[src/rtl/chg_tmr_pkg.sv]
package chg_tmr_pkg;

    typedef enum logic [1:0] {
        DUR_A   = 2'd0,
        DUR_B   = 2'd1,
        DUR_C   = 2'd2,
        DUR_OFF = 2'd3
    } dur_e;

    function automatic int max3(input int a, input int b, input int c);
        int m;
        m = (a > b) ? a : b;
        return (m > c) ? m : c;
    endfunction

endpackage

[src/rtl/chg_safety_core.sv]
module chg_safety_core
    import chg_tmr_pkg::*;
#(
    parameter int SEC_PER_MIN = 60,
    parameter int LIM_A_MIN   = 180,
    parameter int LIM_B_MIN   = 360,
    parameter int LIM_C_MIN   = 600
) (
    input  logic clk,
    input  logic rst_n,
    input  logic sec_tick_i,
    input  logic ce_pin_i,
    input  logic chg_dis_i,
    input  logic vin_ok_i,
    input  logic phase_fast_i,
    input  logic loop_slow_i,
    input  logic ts_susp_i,
    input  dur_e dur_sel_i,
    input  logic dbl_time_i,
    input  logic flag_rd_i,
    output logic fault_o,
    output logic flag_o,
    output logic irq_o
);

    localparam int MAX_HALF = max3(LIM_A_MIN, LIM_B_MIN, LIM_C_MIN) * SEC_PER_MIN * 2;
    localparam int CNT_W    = $clog2(MAX_HALF + 1);

    typedef struct packed {
        logic [CNT_W-1:0] cnt;
        logic             fault;
        logic             flag;
        logic             irq;
        dur_e             dur_prev;
        logic             fast_prev;
    } core_st_t;

    core_st_t s_d, s_q;

    logic [CNT_W-1:0] full_sec;
    logic [CNT_W-1:0] lim_half;
    logic [1:0]       inc;
    logic [CNT_W:0]   nxt;
    logic             run;

    always_comb begin
        unique case (dur_sel_i)
            DUR_A:   full_sec = CNT_W'(LIM_A_MIN * SEC_PER_MIN);
            DUR_B:   full_sec = CNT_W'(LIM_B_MIN * SEC_PER_MIN);
            DUR_C:   full_sec = CNT_W'(LIM_C_MIN * SEC_PER_MIN);
            default: full_sec = '0;
        endcase
        // counts are in half-seconds; pre-charge gets a quarter of the time
        lim_half = phase_fast_i ? (full_sec << 1) : (full_sec >> 1);
        if (ts_susp_i)                     inc = 2'd0;
        else if (dbl_time_i && loop_slow_i) inc = 2'd1;
        else                               inc = 2'd2;
        run = !ce_pin_i && !chg_dis_i && vin_ok_i && !s_q.fault && (dur_sel_i != DUR_OFF);
        nxt = {1'b0, s_q.cnt} + {{(CNT_W-1){1'b0}}, inc};

        s_d           = s_q;
        s_d.irq       = 1'b0;
        s_d.dur_prev  = dur_sel_i;
        s_d.fast_prev = phase_fast_i;
        if (flag_rd_i) s_d.flag = 1'b0;

        if (ce_pin_i || !vin_ok_i) begin
            s_d.cnt   = '0;
            s_d.fault = 1'b0;
        end else if (dur_sel_i != s_q.dur_prev || phase_fast_i != s_q.fast_prev) begin
            s_d.cnt = '0;
        end else if (run && sec_tick_i) begin
            if (nxt >= {1'b0, lim_half}) begin
                s_d.cnt   = '0;
                s_d.fault = 1'b1;
                s_d.flag  = 1'b1;
                s_d.irq   = 1'b1;
            end else begin
                s_d.cnt = nxt[CNT_W-1:0];
            end
        end
    end

    always_ff @(posedge clk or negedge rst_n) begin
        if (!rst_n) begin
            s_q <= '{cnt: '0, fault: 1'b0, flag: 1'b0, irq: 1'b0,
                     dur_prev: DUR_A, fast_prev: 1'b1};
        end else begin
            s_q <= s_d;
        end
    end

    assign fault_o = s_q.fault;
    assign flag_o  = s_q.flag;
    assign irq_o   = s_q.irq;

    AST_IRQ_ONE_CYCLE: assert property (@(posedge clk) disable iff (!rst_n)
        s_q.irq |=> !s_q.irq);
    AST_FAULT_STICKY: assert property (@(posedge clk) disable iff (!rst_n)
        s_q.fault && !ce_pin_i && vin_ok_i |=> s_q.fault);
    AST_FLAG_READ_CLEARS: assert property (@(posedge clk) disable iff (!rst_n)
        flag_rd_i && s_q.fault |=> !s_q.flag);
    AST_CNT_NO_OVERFLOW: assert property (@(posedge clk) disable iff (!rst_n)
        s_q.cnt < CNT_W'(MAX_HALF));
    AST_OFF_NEVER_FAULTS: assert property (@(posedge clk) disable iff (!rst_n)
        dur_sel_i == DUR_OFF && s_q.dur_prev == DUR_OFF && !s_q.fault |=> !s_q.fault);

endmodule

[src/rtl/chg_blank.sv]
module chg_blank #(
    parameter int BLANK_CYC = 250000
) (
    input  logic clk,
    input  logic rst_n,
    input  logic chg_i,
    output logic active_o
);

    localparam int BW = $clog2(BLANK_CYC + 1);

    typedef struct packed {
        logic [BW-1:0] cnt;
    } blank_st_t;

    blank_st_t s_d, s_q;

    always_comb begin
        s_d = s_q;
        if (chg_i)               s_d.cnt = BW'(BLANK_CYC);
        else if (s_q.cnt != '0)  s_d.cnt = s_q.cnt - 1'b1;
    end

    always_ff @(posedge clk or negedge rst_n) begin
        if (!rst_n) s_q <= '{cnt: '0};
        else        s_q <= s_d;
    end

    assign active_o = (s_q.cnt != '0);

    AST_BLANK_STARTS: assert property (@(posedge clk) disable iff (!rst_n)
        chg_i |=> active_o);
    AST_BLANK_NO_OVERFLOW: assert property (@(posedge clk) disable iff (!rst_n)
        s_q.cnt <= BW'(BLANK_CYC));

endmodule

[src/rtl/host_wdog.sv]
module host_wdog #(
    parameter int LIMIT_SEC = 50,
    parameter bit ONE_SHOT  = 1'b0
) (
    input  logic clk,
    input  logic rst_n,
    input  logic en_i,
    input  logic tick_i,
    input  logic kick_i,
    input  logic start_i,
    output logic expire_o
);

    localparam int CW = $clog2(LIMIT_SEC + 1);

    typedef struct packed {
        logic [CW-1:0] cnt;
        logic          armed;
        logic          expire;
    } wd_st_t;

    wd_st_t s_d, s_q;
    logic   armed_eff;

    generate
        if (ONE_SHOT) begin : g_one_shot
            assign armed_eff = s_q.armed;
        end else begin : g_continuous
            assign armed_eff = 1'b1;
        end
    endgenerate

    always_comb begin
        s_d        = s_q;
        s_d.expire = 1'b0;
        if (!en_i) begin
            s_d.cnt   = '0;
            s_d.armed = 1'b0;
        end else if (kick_i) begin
            s_d.cnt   = '0;
            s_d.armed = 1'b0;
        end else if (start_i) begin
            s_d.cnt   = '0;
            s_d.armed = 1'b1;
        end else if (armed_eff && tick_i) begin
            if (s_q.cnt == CW'(LIMIT_SEC - 1)) begin
                s_d.cnt    = '0;
                s_d.expire = 1'b1;
                s_d.armed  = 1'b0;
            end else begin
                s_d.cnt = s_q.cnt + 1'b1;
            end
        end
    end

    always_ff @(posedge clk or negedge rst_n) begin
        if (!rst_n) s_q <= '{cnt: '0, armed: 1'b0, expire: 1'b0};
        else        s_q <= s_d;
    end

    assign expire_o = s_q.expire;

    AST_WD_NO_OVERFLOW: assert property (@(posedge clk) disable iff (!rst_n)
        s_q.cnt < CW'(LIMIT_SEC));
    AST_KICK_NO_EXPIRE: assert property (@(posedge clk) disable iff (!rst_n)
        kick_i |=> !s_q.expire);
    AST_EXPIRE_SINGLE: assert property (@(posedge clk) disable iff (!rst_n)
        s_q.expire |=> !s_q.expire);

endmodule

[src/rtl/chg_safety_wdt.sv]
module chg_safety_wdt
    import chg_tmr_pkg::*;
#(
    parameter int SEC_PER_MIN = 60,
    parameter int LIM_A_MIN   = 180,
    parameter int LIM_B_MIN   = 360,
    parameter int LIM_C_MIN   = 600,
    parameter int WD_BUS_SEC  = 50,
    parameter int WD_ADP_SEC  = 14,
    parameter int BLANK_CYC   = 250000
) (
    input  logic       clk,
    input  logic       rst_n,
    input  logic       sec_tick_i,
    input  logic       ce_pin_i,
    input  logic       chg_dis_i,
    input  logic       vin_ok_i,
    input  logic       phase_fast_i,
    input  logic       loop_slow_i,
    input  logic       ts_susp_i,
    input  logic [1:0] dur_sel_i,
    input  logic       dbl_time_i,
    input  logic       wd_bus_en_i,
    input  logic       wd_adp_en_i,
    input  logic       bus_txn_i,
    input  logic       flag_rd_i,
    input  logic       ichg_chg_i,
    output logic       chg_en_o,
    output logic       fault_flag_o,
    output logic       irq_o,
    output logic       regs_rst_o,
    output logic       hw_rst_o
);

    logic fault, blank;
    logic vin_prev_d, vin_prev_q;
    logic adp_start;

    chg_safety_core #(
        .SEC_PER_MIN (SEC_PER_MIN),
        .LIM_A_MIN   (LIM_A_MIN),
        .LIM_B_MIN   (LIM_B_MIN),
        .LIM_C_MIN   (LIM_C_MIN)
    ) core_i (
        .clk          (clk),
        .rst_n        (rst_n),
        .sec_tick_i   (sec_tick_i),
        .ce_pin_i     (ce_pin_i),
        .chg_dis_i    (chg_dis_i),
        .vin_ok_i     (vin_ok_i),
        .phase_fast_i (phase_fast_i),
        .loop_slow_i  (loop_slow_i),
        .ts_susp_i    (ts_susp_i),
        .dur_sel_i    (dur_e'(dur_sel_i)),
        .dbl_time_i   (dbl_time_i),
        .flag_rd_i    (flag_rd_i),
        .fault_o      (fault),
        .flag_o       (fault_flag_o),
        .irq_o        (irq_o)
    );

    chg_blank #(.BLANK_CYC(BLANK_CYC)) blank_i (
        .clk      (clk),
        .rst_n    (rst_n),
        .chg_i    (ichg_chg_i),
        .active_o (blank)
    );

    host_wdog #(.LIMIT_SEC(WD_BUS_SEC), .ONE_SHOT(1'b0)) wd_bus_i (
        .clk      (clk),
        .rst_n    (rst_n),
        .en_i     (wd_bus_en_i),
        .tick_i   (sec_tick_i),
        .kick_i   (bus_txn_i),
        .start_i  (1'b0),
        .expire_o (regs_rst_o)
    );

    always_comb begin
        vin_prev_d = vin_ok_i;
        adp_start  = vin_ok_i && !vin_prev_q;
    end

    always_ff @(posedge clk or negedge rst_n) begin
        if (!rst_n) vin_prev_q <= 1'b0;
        else        vin_prev_q <= vin_prev_d;
    end

    host_wdog #(.LIMIT_SEC(WD_ADP_SEC), .ONE_SHOT(1'b1)) wd_adp_i (
        .clk      (clk),
        .rst_n    (rst_n),
        .en_i     (wd_adp_en_i && vin_ok_i),
        .tick_i   (sec_tick_i),
        .kick_i   (bus_txn_i),
        .start_i  (adp_start),
        .expire_o (hw_rst_o)
    );

    assign chg_en_o = !ce_pin_i && !chg_dis_i && vin_ok_i && !fault && !blank;

    AST_IRQ_MEANS_OFF: assert property (@(posedge clk) disable iff (!rst_n)
        irq_o |-> !chg_en_o);
    AST_BLANK_HOLDS_OFF: assert property (@(posedge clk) disable iff (!rst_n)
        ichg_chg_i |=> !chg_en_o);

endmodule

[config.mk]
export PLATFORM = sky130hd
export DESIGN_NAME = chg_safety_wdt
export DESIGN_NICKNAME = d
export VERILOG_FILES = /design/src/rtl/chg_tmr_pkg.sv /design/src/rtl/chg_safety_core.sv /design/src/rtl/chg_blank.sv /design/src/rtl/host_wdog.sv /design/src/rtl/chg_safety_wdt.sv
export SDC_FILE = /design/constraint.sdc
export NUM_CORES = 1
export LEC_CHECK = 0
export ABC_AREA = 1
export BUFFER_PORTS_ARGS = -buffer_cell sky130_fd_sc_hd__buf_2
export CELL_PAD_IN_SITES_DETAIL_PLACEMENT = 1
export CELL_PAD_IN_SITES_GLOBAL_PLACEMENT = 1
export CORE_UTILIZATION = 29
export DETAILED_ROUTE_END_ITERATION = 10
export PLACE_DENSITY = 0.62
export SYNTH_ARGS = -nofsm -noshare
export SYNTH_HDL_FRONTEND = slang
export SYNTH_HIERARCHICAL = 1
export SYNTH_SLANG_ARGS = --single-unit
[constraint.sdc]
create_clock -name clk -period 5.8 [get_ports clk]
set_clock_uncertainty 0.05 [all_clocks]
set_input_delay 0.29 -clock clk [delete_from_list [all_inputs] [get_ports clk]]
set_output_delay 0.29 -clock clk [all_outputs]
set_load 0.01 [all_outputs]
==> metrics, run 1 <==
Clk pin slew, worst setup/hold paths=0.07 ns; Synth area leader=dfrtp_1; row cnt=42; final WL=10.7 mm; Ports=22; die area=14600 µm²; placed cell count=766; hpwl dp=8.45 mm; Leak Pwr=0.00235 µW; CTS max path bufs=2; Synth Flop Type=dfrtp_1; Pre-antenna DRT Iters=4; Clock Latency Late Sink=around 0.3 ns; Iter 0 DRT Violations=between 80 and 90; status=finished clean; CP max stage cell=fa_1; worst path arrival time=3.74 ns; type of origin of the critical path=register; Root Driver=clkbuf_16; period utilization=between 60% and 70%; worst r2r src=core_i/s_q[6]$_DFFE_PN0P_; worst-margin pin slew=around 0.75 ns; area grow syn2layout=10.4%; total global-route track usage=16.1%; Synth Warn #=6; CP cell instances=ha_1 > inv_1 > fa_1 > nand3b_1 > nor2_1 > nand2_1 > nor2_1 > xor2_1 > inv_1 > ha_1 > nand2_1 > nor2_1 > nand2_1 > nor2_1 > a21boi_1 > nand2_1 > nand2_2 > nand2_2 > nand2_1 > nand2_1; R2R cell count=20; register area share after synthesis=33.7%; htree depth=2; Setup crit end kind=register; Max Fanout on Critical Path=15; dominant cells by area after synthesis=dfrtp_1, nand2_1, inv_1; # fillers=1705; Antenna Cells=0; pwr dens=188 nW/µm²; Worst Hold Class=primary input to async pin; reg2reg end=core_i/fault_o$_DFFE_PN0P_; synth cell count leaders=nand2_1, inv_1, nor2_1, dfrtp_1, nand3_1; Synth Instances=573; EDFF count, synth=0; final cell count without fillers=773; vias=3606; Initial Util=30.2%; Synth async-reset ratio=100%; DIE WIDTH=121 µm; CTS buffer count=5; CP peak stage delay=0.39 ns; Die Y=121 µm; final antenna-violating net count=0; DRC Markers=0; share of cells above drive strength 1=13.1%; final setup fails=0; Max-Cap Viols=0; multi-input logic area=around 2300 µm²; Nets=641; global-route wire length before repair=18.6 mm; CTS Hold Bufs=0; Layout Utilization=33.4%; synthesized flop and latch total=55; min Tclk post-route=3.56 ns; syn_area_per_cell=7.13 µm²; vias per std cell=4.66; Synth Cell Area=just over 4000 µm²; final hold viol count=0; Critical Path Most Common Cell=nand2_1; Max Fclk=281 MHz; grt total ovfl=0; Critical Path RT=~6 ns; CP Class=register to register; Max VDD drop=0.149 mV; initial antenna violation count=0; unrepaired setup endpoints after global routing=no; CTS tree=yes; Max transition margin=between 40% and 50%; Yosys top cell area share=between 30% and 40%; most common cell in the netlist=nand2_1; clk sinks=55; core footprint=13500 µm²; Reg area=1380 µm²; setup TNS=0 ns; Unique masters post-synth=37; GP Congestion=0.859; Port Buffer Count=21; vias in the first global route=between 3k and 4k; r2r setup slk=2.24 ns; cts repair resizes=0; Pins Over Slew Limit=0; drt wl/cell=~14 µm; Post-CTS Setup Bufs=0; largest net degree at the start of global routing=56
[worst max-delay path by stage]
stage / from / end / slack, ns
3_3_place_gp: dbl_time_i / core_i/fault_o$_DFFE_PN0P_ / 2.21
4_1_cts: core_i/s_q[6]$_DFFE_PN0P_ / core_i/fault_o$_DFFE_PN0P_ / 2.20
5_1_grt: core_i/s_q[6]$_DFFE_PN0P_ / core_i/fault_o$_DFFE_PN0P_ / 1.85
3_5_place_dp: dbl_time_i / core_i/irq_o$_DFF_PN0_ / 2.10
6_report: core_i/s_q[6]$_DFFE_PN0P_ / core_i/fault_o$_DFFE_PN0P_ / 2.24
2_1_floorplan: dbl_time_i / core_i/s_q[14]$_DFFE_PN0P_ / 2.75
[cell usage in the layout (no fill, tap or decap), types with 12 or more instances in the layout]
master | synthesis | routed
a21oi_1 | 13 | 13
buf_2 | 1 | 21
dfrtp_1 | 54 | 54
ha_1 | 26 | 26
inv_1 | 95 | 95
nand2_1 | 163 | 163
nand3_1 | 42 | 42
nor2_1 | 66 | 66
o21ai_2 | 12 | 12
xor2_1 | 14 | 14
[sequential cells by signal, indices dropped and copies added (netlist names)]
| register | count |
|---|---|
| core_i/s_q | 20 |
| blank_i/s_q | 18 |
| wd_bus_i/s_q | 6 |
| wd_adp_i/s_q | 4 |
| core_i/fault_o | 1 |
| core_i/flag_o | 1 |
| core_i/irq_o | 1 |
| vin_prev_q | 1 |
| wd_adp_i/armed_eff | 1 |
| wd_adp_i/expire_o | 1 |
| wd_bus_i/expire_o | 1 |
[layer usage]
metal / track usage [%] / share of wire (%) / up-vias
met5: 0 / 0 / -
met4: 3.86 / 1.2 / 0
met3: 2.55 / 2.0 / 9
met2: 27.3 / 46 / 39
met1: 21.3 / 50 / 1739
li1: - / - / 1819
[kinds of logic after synthesis]
kind of cell / after synthesis / share of synthesized area (%)
AOI/OAI and AO/OA: 44 / 6.99
other: 1 / 0.0918
adders and majority gates: 27 / 8.46
buffers and inverters: 104 / 10.5
DFF: 55 / 33.7
and+or+nand+nor: 325 / 36.6
xor gates and xnor gates: 17 / 3.65
[worst max-delay path: cells and delay by family (launching register included)]
family,cells,cell delay (ns)
and+or+nand+nor,13,1.76
adders and majority gates,3,0.87
DFF,1,0.36
xor gates and xnor gates,1,0.21
buffers and inverters,2,0.16
AOI/OAI and AO/OA,1,0.07
[layout make-up]
type,count,share of cell area (%)
flip-flops and latches,55,30.6
repair buffers,22,2.50
clock inverters,1,0.194
clock buffers,6,3.08
multi-input cells,415,50.6
inverters,98,8.19
well taps,176,4.89
[where the power goes]
| part | switching, µW | internal [µW] |
|---|---|---|
| logic | 79.3 | 38.0 |
| registers | 11.9 | 395 |
| clock network | 150 | 172 |
[per-stage QoR]
stage	hold slack [ns]	instance area, µm²	power, µW	setup WS (ns)
floorplan	-0.0556	4090	492	2.75
global placement	0.406	4360	529	2.21
detailed placement	0.417	4360	534	2.10
CTS	0.105	4510	862	2.20
global route	0.111	4510	894	1.85
finish	0.0805	4510	846	2.24
Note: power is estimated with default switching activity, not from simulation.
==> run 2: changes to the inputs <==
--- a/config.mk
+++ b/config.mk
@@ -11,7 +11,7 @@
 export CELL_PAD_IN_SITES_GLOBAL_PLACEMENT = 1
 export CORE_UTILIZATION = 29
 export DETAILED_ROUTE_END_ITERATION = 10
-export PLACE_DENSITY = 0.62
+export PLACE_DENSITY = 0.64
 export SYNTH_ARGS = -nofsm -noshare
 export SYNTH_HDL_FRONTEND = slang
 export SYNTH_HIERARCHICAL = 1
==> constraint.sdc (replaced) <==
create_clock -name clk -period 2.85 [get_ports clk]
set_clock_uncertainty 0.05 [all_clocks]
set_input_delay 0.1425 -clock clk [delete_from_list [all_inputs] [get_ports clk]]
set_output_delay 0.1425 -clock clk [all_outputs]
set_load 0.01 [all_outputs]
==> run 2 against run 1 <==
The run now ends with setup timing left. Sequential share of layout area decreased by 3.2 points. Largest power group unchanged. Cell count increased by 5.7%. Routed wire length increased by 9.7%. Clock-buffer cell count unchanged. Critical path depth unchanged. Combinational power increased by 120%. Core utilization increased by 3.9 points. Maximum frequency increased by 11%. Total power increased by 110%.
==> metrics, run 2 (synthesis results as in run 1) <==
PnR worst setup slack=-0.345 ns (-2.59 ns); final antenna-violating net count=0 (unchanged); Max transition margin=60.4% (+10 points); DP Area=4580 µm² (+5.2%); type of origin of the critical path=register; r2r setup slk=-0.35 ns (-2.59 ns); CTS buffer count=5 (unchanged); CTS max path bufs=2 (unchanged); vias in the first global route=4068 (+7.1%); Setup crit end kind=register; final cell count without fillers=817 (+5.7%); Clock Latency Late Sink=0.30 ns (about the same); Layout Utilization=37.3% (+3.9 points); Combinational Power Share=14.4% (+0.5 points); largest net degree at the start of global routing=35 (-38%); Iter 0 DRT Violations=163 (+100%); CTS tree=yes; clk sinks=55 (unchanged); # fillers=1691 (-0.82%); worst r2r src=core_i/s_q[6]$_DFFE_PN0P_; pwr dens=361 nW/µm² (+92%); Switching Share=27.7% (-0.84 points); Max-Cap Viols=0 (unchanged); Top Registers=core_i/s_q x20, blank_i/s_q x18, wd_bus_i/s_q x6; Place WS=-0.553 ns (-2.65 ns); final setup fails=20 (+20); Worst Hold Class=primary input to register; Final Instance Area=5030 µm² (+12%); Ports=22 (unchanged); drt wl/cell=14.4 µm (+3.8%); placed cell count=793 (+3.5%); period utilization=112% (+51 points); CP cell instances=ha_2 > inv_2 > fa_2 > nand3b_1 > nor2_2 > nand2_2 > nor2_4 > xor2_2 > inv_1 > ha_1 > nand2_2 > nor2_2 > nand2_1 > nor2_2 > a21boi_2 > nand2_2 > nand2_4 > nand2_8 > buf_6 > o21ai_4; core footprint=13500 µm² (unchanged); worst-margin pin slew=0.587 ns (-0.163 ns); Port Buffer Count=21 (unchanged); status=complete, but fails checks; CP max stage cell=dfrtp_1; Pins Over Slew Limit=0 (unchanged); final hold viol count=0 (unchanged); area grow syn2layout=23.3%; vias per std cell=4.66 (-0.19%); hold path cells=1; Critical Path RT=3.03 ns (-2.95 ns); commonest cells after routing, fill and taps aside=nand2_1, inv_1, nor2_1, dfrtp_1, nand3_1; violated checks=setup timing; grt total ovfl=0 (unchanged); worst path arrival time=3.37 ns (-0.37 ns); Pint=1310 µW (+120%); Antenna Cells=0 (unchanged); Max VDD drop=0.290 mV (+94%); initial antenna violation count=0 (unchanged); Clock power frac=40.0% (+2.0 points); Largest Register=core_i/s_q; row cnt=42 (unchanged); worst hold start=dur_sel_i[1]; Pre-antenna DRT Iters=4 (unchanged); Initial Util=30.2% (unchanged); vias=3804 (+5.5%); DIE WIDTH=121 µm (unchanged); P_sw=502 µW (+110%); Root Driver=clkbuf_16; htree depth=2 (unchanged); Sequential Power Share=45.6% (-2.5 points); share of cells above drive strength 1=22.3% (+9.2 points); max reg flops=20 (unchanged); Max Fanout on Critical Path=5 (-10); global-route wire length before repair=19.7 mm (+5.9%); Clk pin slew, worst setup/hold paths=0.08 ns (about the same); total global-route track usage=17.2% (+1.1 points); CP peak stage delay=0.36 ns (-0.03 ns); min Tclk post-route=3.20 ns (-0.361 ns); hpwl dp=9.03 mm (+6.8%); Leak Pwr=0.00263 µW (+12%); final WL=11.7 mm (+9.7%); die area=14600 µm² (unchanged); Nets=684 (+6.7%); WHS Endpoint=core_i/s_q[2]$_DFF_PN0_; unrepaired setup endpoints after global routing=yes; GP Congestion=0.888 (+3.3%); Die Y=121 µm (unchanged); CP Class=register to register; commonest non-fill, non-tap cell in the layout=nand2_1; Max Fclk=313 MHz (+11%); reg2reg end=core_i/s_q[15]$_DFFE_PN0P_; R2R cell count=20 (unchanged); DRC Markers=0 (unchanged)
run 2: final cells by class:
class	count	area (µm²)	share of cell area [%]
Multi-Input combinational cell	416	2430	48.2
Sequential cell	55	1380	27.4
Timing Repair Buffer	64	473	9.40
Inverter	98	369	7.33
Tap cell	176	220	4.37
Clock buffer	6	129	2.56
Clock inverter	2	38.8	0.771
run 2: repair_timing:
item,in CTS,in global routing
setup endpoints to repair,20,20
pin swaps,10,17
hold buffers,4,0
gates cloned,1,0
buffers inserted,8,3
resized for setup,17,19
endpoints found under the hold margin,23,0
run 2: worst max path at each step:
stage / from / to / slack (ns) / depth (start not counted)
floorplan: core_i/s_q[6]$_DFFE_PN0P_ / core_i/s_q[12]$_DFFE_PN0P_ / -0.02 / 20
global placement: dbl_time_i / core_i/s_q[15]$_DFFE_PN0P_ / -0.36 / 24
detailed placement: dbl_time_i / core_i/s_q[15]$_DFFE_PN0P_ / -0.55 / 23
CTS: core_i/s_q[6]$_DFFE_PN0P_ / core_i/s_q[15]$_DFFE_PN0P_ / -0.36 / 20
global route: core_i/s_q[6]$_DFFE_PN0P_ / core_i/s_q[11]$_DFFE_PN0P_ / -0.60 / 20
finish: core_i/s_q[6]$_DFFE_PN0P_ / core_i/s_q[15]$_DFFE_PN0P_ / -0.35 / 20
run 2: metrics by stage:
step	hold slack, ns	total power, µW	setup TNS (ns)
2_1_floorplan	-0.203	1000	-0.223
3_3_place_gp	0.124	1080	-6.13
3_5_place_dp	0.135	1090	-9.69
4_1_cts	0.00322	1830	-6.16
5_1_grt	0.00255	1900	-11.15
6_report	0.00740	1820	-6.12
run 2: power groups by stage:
stage | registers [µW] | clock network, µW | logic [µW]
finish | 828 | 726 | 261
global route | 832 | 773 | 297
CTS | 828 | 745 | 259
detailed placement | 844 | 0 | 248
global placement | 843 | 0 | 237
floorplan | 838 | 0 | 163
run 2: per-layer routing:
layer  track usage (%)  routed length, µm
met1              22.2               5670
met3              2.22                226
met4              4.63                190
met5                 0                  0
met2              30.0               5660
run 2: critical path, delay by kind of cell (launching register included):
kind / cells / cell delay [ns]
and+or+nand+nor: 11 / 1.22
xor gates and xnor gates: 1 / 0.15
AOI/OAI and AO/OA: 2 / 0.26
adders and majority gates: 3 / 0.82
DFF: 1 / 0.36
buffers and inverters: 3 / 0.26
==> run 3: changes to the inputs <==
--- a/config.mk
+++ b/config.mk
@@ -6,9 +6,12 @@
 export NUM_CORES = 1
 export LEC_CHECK = 0
 export ABC_AREA = 1
+export ABC_CLOCK_PERIOD_IN_PS = 2850
 export BUFFER_PORTS_ARGS = -buffer_cell sky130_fd_sc_hd__buf_2
+export CAP_MARGIN = 25
 export CELL_PAD_IN_SITES_DETAIL_PLACEMENT = 1
 export CELL_PAD_IN_SITES_GLOBAL_PLACEMENT = 1
+export CORE_MARGIN = 2
 export CORE_UTILIZATION = 29
 export DETAILED_ROUTE_END_ITERATION = 10
 export PLACE_DENSITY = 0.64
==> run 3 against run 2 <==
The run still ends with setup timing left. Total power down 5.4%. Die area up 3.3%. Maximum frequency shrank 0.71%. Register-to-register slack got worse by 0.02 ns. Core utilization fell by 0.80 points. Critical path type unchanged. Largest cell class unchanged. Highest routed layer unchanged.
==> metrics, run 3 (synthesis results as in run 1) <==
commonest cells after routing, fill and taps aside=nand2_1, inv_1, nor2_1, dfrtp_1, nand3_1; Setup crit end kind=register; area grow syn2layout=23.5%; worst r2r src=core_i/s_q[6]$_DFFE_PN0P_; global-route wire length before repair=19.4 mm (-1.6%); min Tclk post-route=3.22 ns (+0.0229 ns); violated checks=setup timing; unrepaired setup endpoints after global routing=yes; CP startpoint=core_i/s_q[6]$_DFFE_PN0P_; grt total ovfl=0 (unchanged); final hold viol count=0 (unchanged); initial antenna violation count=0 (unchanged); Port Buffer Count=21 (unchanged); Clock Latency Late Sink=0.29 ns (about the same); core footprint=13800 µm² (+2.4%); DIE WIDTH=123 µm (+1.7%); Place WS=-0.675 ns (-0.121 ns); Top Registers=core_i/s_q x20, blank_i/s_q x18, wd_bus_i/s_q x6; Initial Util=29.5% (-0.70 points); CTS tree=yes; worst path arrival time=3.36 ns (about the same); largest net degree at the start of global routing=56 (+60%); Critical Path RT=2.99 ns (-0.04 ns); status=complete, but fails checks; vias in the first global route=3951 (-2.9%); Pins Over Slew Limit=0 (unchanged); DRC Markers=0 (unchanged); final antenna-violating net count=0 (unchanged); Antenna Cells=0 (unchanged); final setup fails=20 (unchanged); row cnt=43 (+2.4%); # fillers=1753 (+3.7%); Min Hold Slack=0.0111 ns (+0.00371 ns); pwr dens=341 nW/µm² (-5.6%); type of origin of the critical path=register; vias per std cell=4.65 (-0.22%); Reg area=1380 µm² (unchanged); Die Y=123 µm (+1.7%); DP Area=4600 µm² (+0.44%); Leak Pwr=0.00260 µW (-1.1%); die area=15000 µm² (+3.3%); CTS max path bufs=2 (unchanged); max reg flops=20 (unchanged); Max Fclk=311 MHz (-0.71%); htree depth=2 (unchanged); total power=1720 µW (-5.4%); period utilization=113% (+0.80 points); multi-input logic area=2470 µm² (+1.8%); Ports=22 (unchanged); Max Fanout on Critical Path=5 (unchanged); Iter 0 DRT Violations=140 (-14%); worst hold start=dur_sel_i[1]; Largest Register=core_i/s_q; worst-margin pin slew=0.741 ns (+0.154 ns); Max VDD drop=0.336 mV (+16%); Clk pin slew, worst setup/hold paths=0.07 ns (about the same); hpwl dp=8.78 mm (-2.8%); CP Class=register to register; Nets=683 (-0.15%); Root Driver=clkbuf_16; vias=3805 (+0.026%); GP Congestion=0.851 (-4.1%); Max transition margin=50.6% (-9.9 points); share of cells above drive strength 1=23.0% (+0.70 points); Worst Hold Class=primary input to register; total global-route track usage=16.3% (-0.86 points); clk sinks=55 (unchanged); Final Instance Area=5040 µm² (+0.17%); PnR worst setup slack=-0.368 ns (-0.0229 ns); Pre-antenna DRT Iters=4 (unchanged); CTS buffer count=5 (unchanged); Max-Cap Viols=0 (unchanged); final WL=11.4 mm (-2.6%); commonest non-fill, non-tap cell in the layout=nand2_1; drt wl/cell=14.0 µm (-2.8%)
run 3: cell count changes in the layout (fill, tap and decap cells not counted), sizes merged:
cell    previous run  this run
bufinv             1         0
buf               60        59
clkinv             1         2
clkbuf             6         5
run 3: final cells by class:
cell class	instances	area share (%)
multi-input combinational	416	49.0
sequential	55	27.3
timing repair buffer	63	9.08
inverter	98	7.32
tap	180	4.47
clock buffer	5	2.48
clock inverter	2	0.347
run 3: stage by stage:
stage / utilization [%] / TNS [ns] / instances
finish: 36.5 / -6.44 / 819
global route: 36.5 / -9.60 / 819
CTS: 35.3 / -7.59 / 816
detailed placement: 33.3 / -12.32 / 799
global placement: 33.3 / -9.91 / 799
floorplan: - / -0.223 / 574
run 3: worst paths after layout:
kind,end,slack [ns],depth (start not counted)
max,core_i/s_q[6]$_DFFE_PN0P_,-0.37,20
max in group asynchronous,core_i/s_q[11]$_DFFE_PN0P_,1.78,3
max reg2reg,core_i/s_q[6]$_DFFE_PN0P_,-0.37,20
min in group asynchronous,wd_adp_i/s_q[2]$_DFFE_PN0P_,0.47,3
min,core_i/s_q[2]$_DFF_PN0_,0.01,1
min reg2reg,core_i/fault_o$_DFFE_PN0P_,0.47,2
run 3: critical path, stage by stage, from the launching register on:
cell	delay, ns
dfrtp_1	0.36
ha_2	0.19
inv_2	0.05
fa_2	0.35
nand3b_1	0.26
nor2_2	0.21
nand2_2	0.10
nor2_4	0.12
xor2_2	0.22
inv_2	0.07
ha_4	0.28
nand2_4	0.05
buf_4	0.13
buf_4	0.12
inv_1	0.05
nand2_2	0.04
nand2_2	0.08
nand2_4	0.09
nand2_8	0.11
buf_12	0.13
o21ai_2	0.05
run 3: what timing repair did:
item / in CTS / in global routing
hold buffers: 4 / 0
resized for setup: 10 / 30
endpoints found under the hold margin: 57 / 0
cloned: 1 / 0
pin swaps: 14 / 20
setup endpoints to repair: 20 / 20
buffers inserted: 5 / 4
run 3: routing by layer:
metal / vias to the layer above / GRT usage (%) / part of all wire, %
met5: - / 0 / 0
met4: 0 / 3.45 / 0.66
met3: 6 / 1.67 / 2.4
met2: 46 / 28.4 / 49
met1: 1842 / 21.8 / 48
li1: 1911 / - / -
run 3: power breakdown:
part	switching, µW	internal [µW]	total (µW)
Combinational	173	94.8	267
Sequential	24.6	803	828
Clock	295	327	622
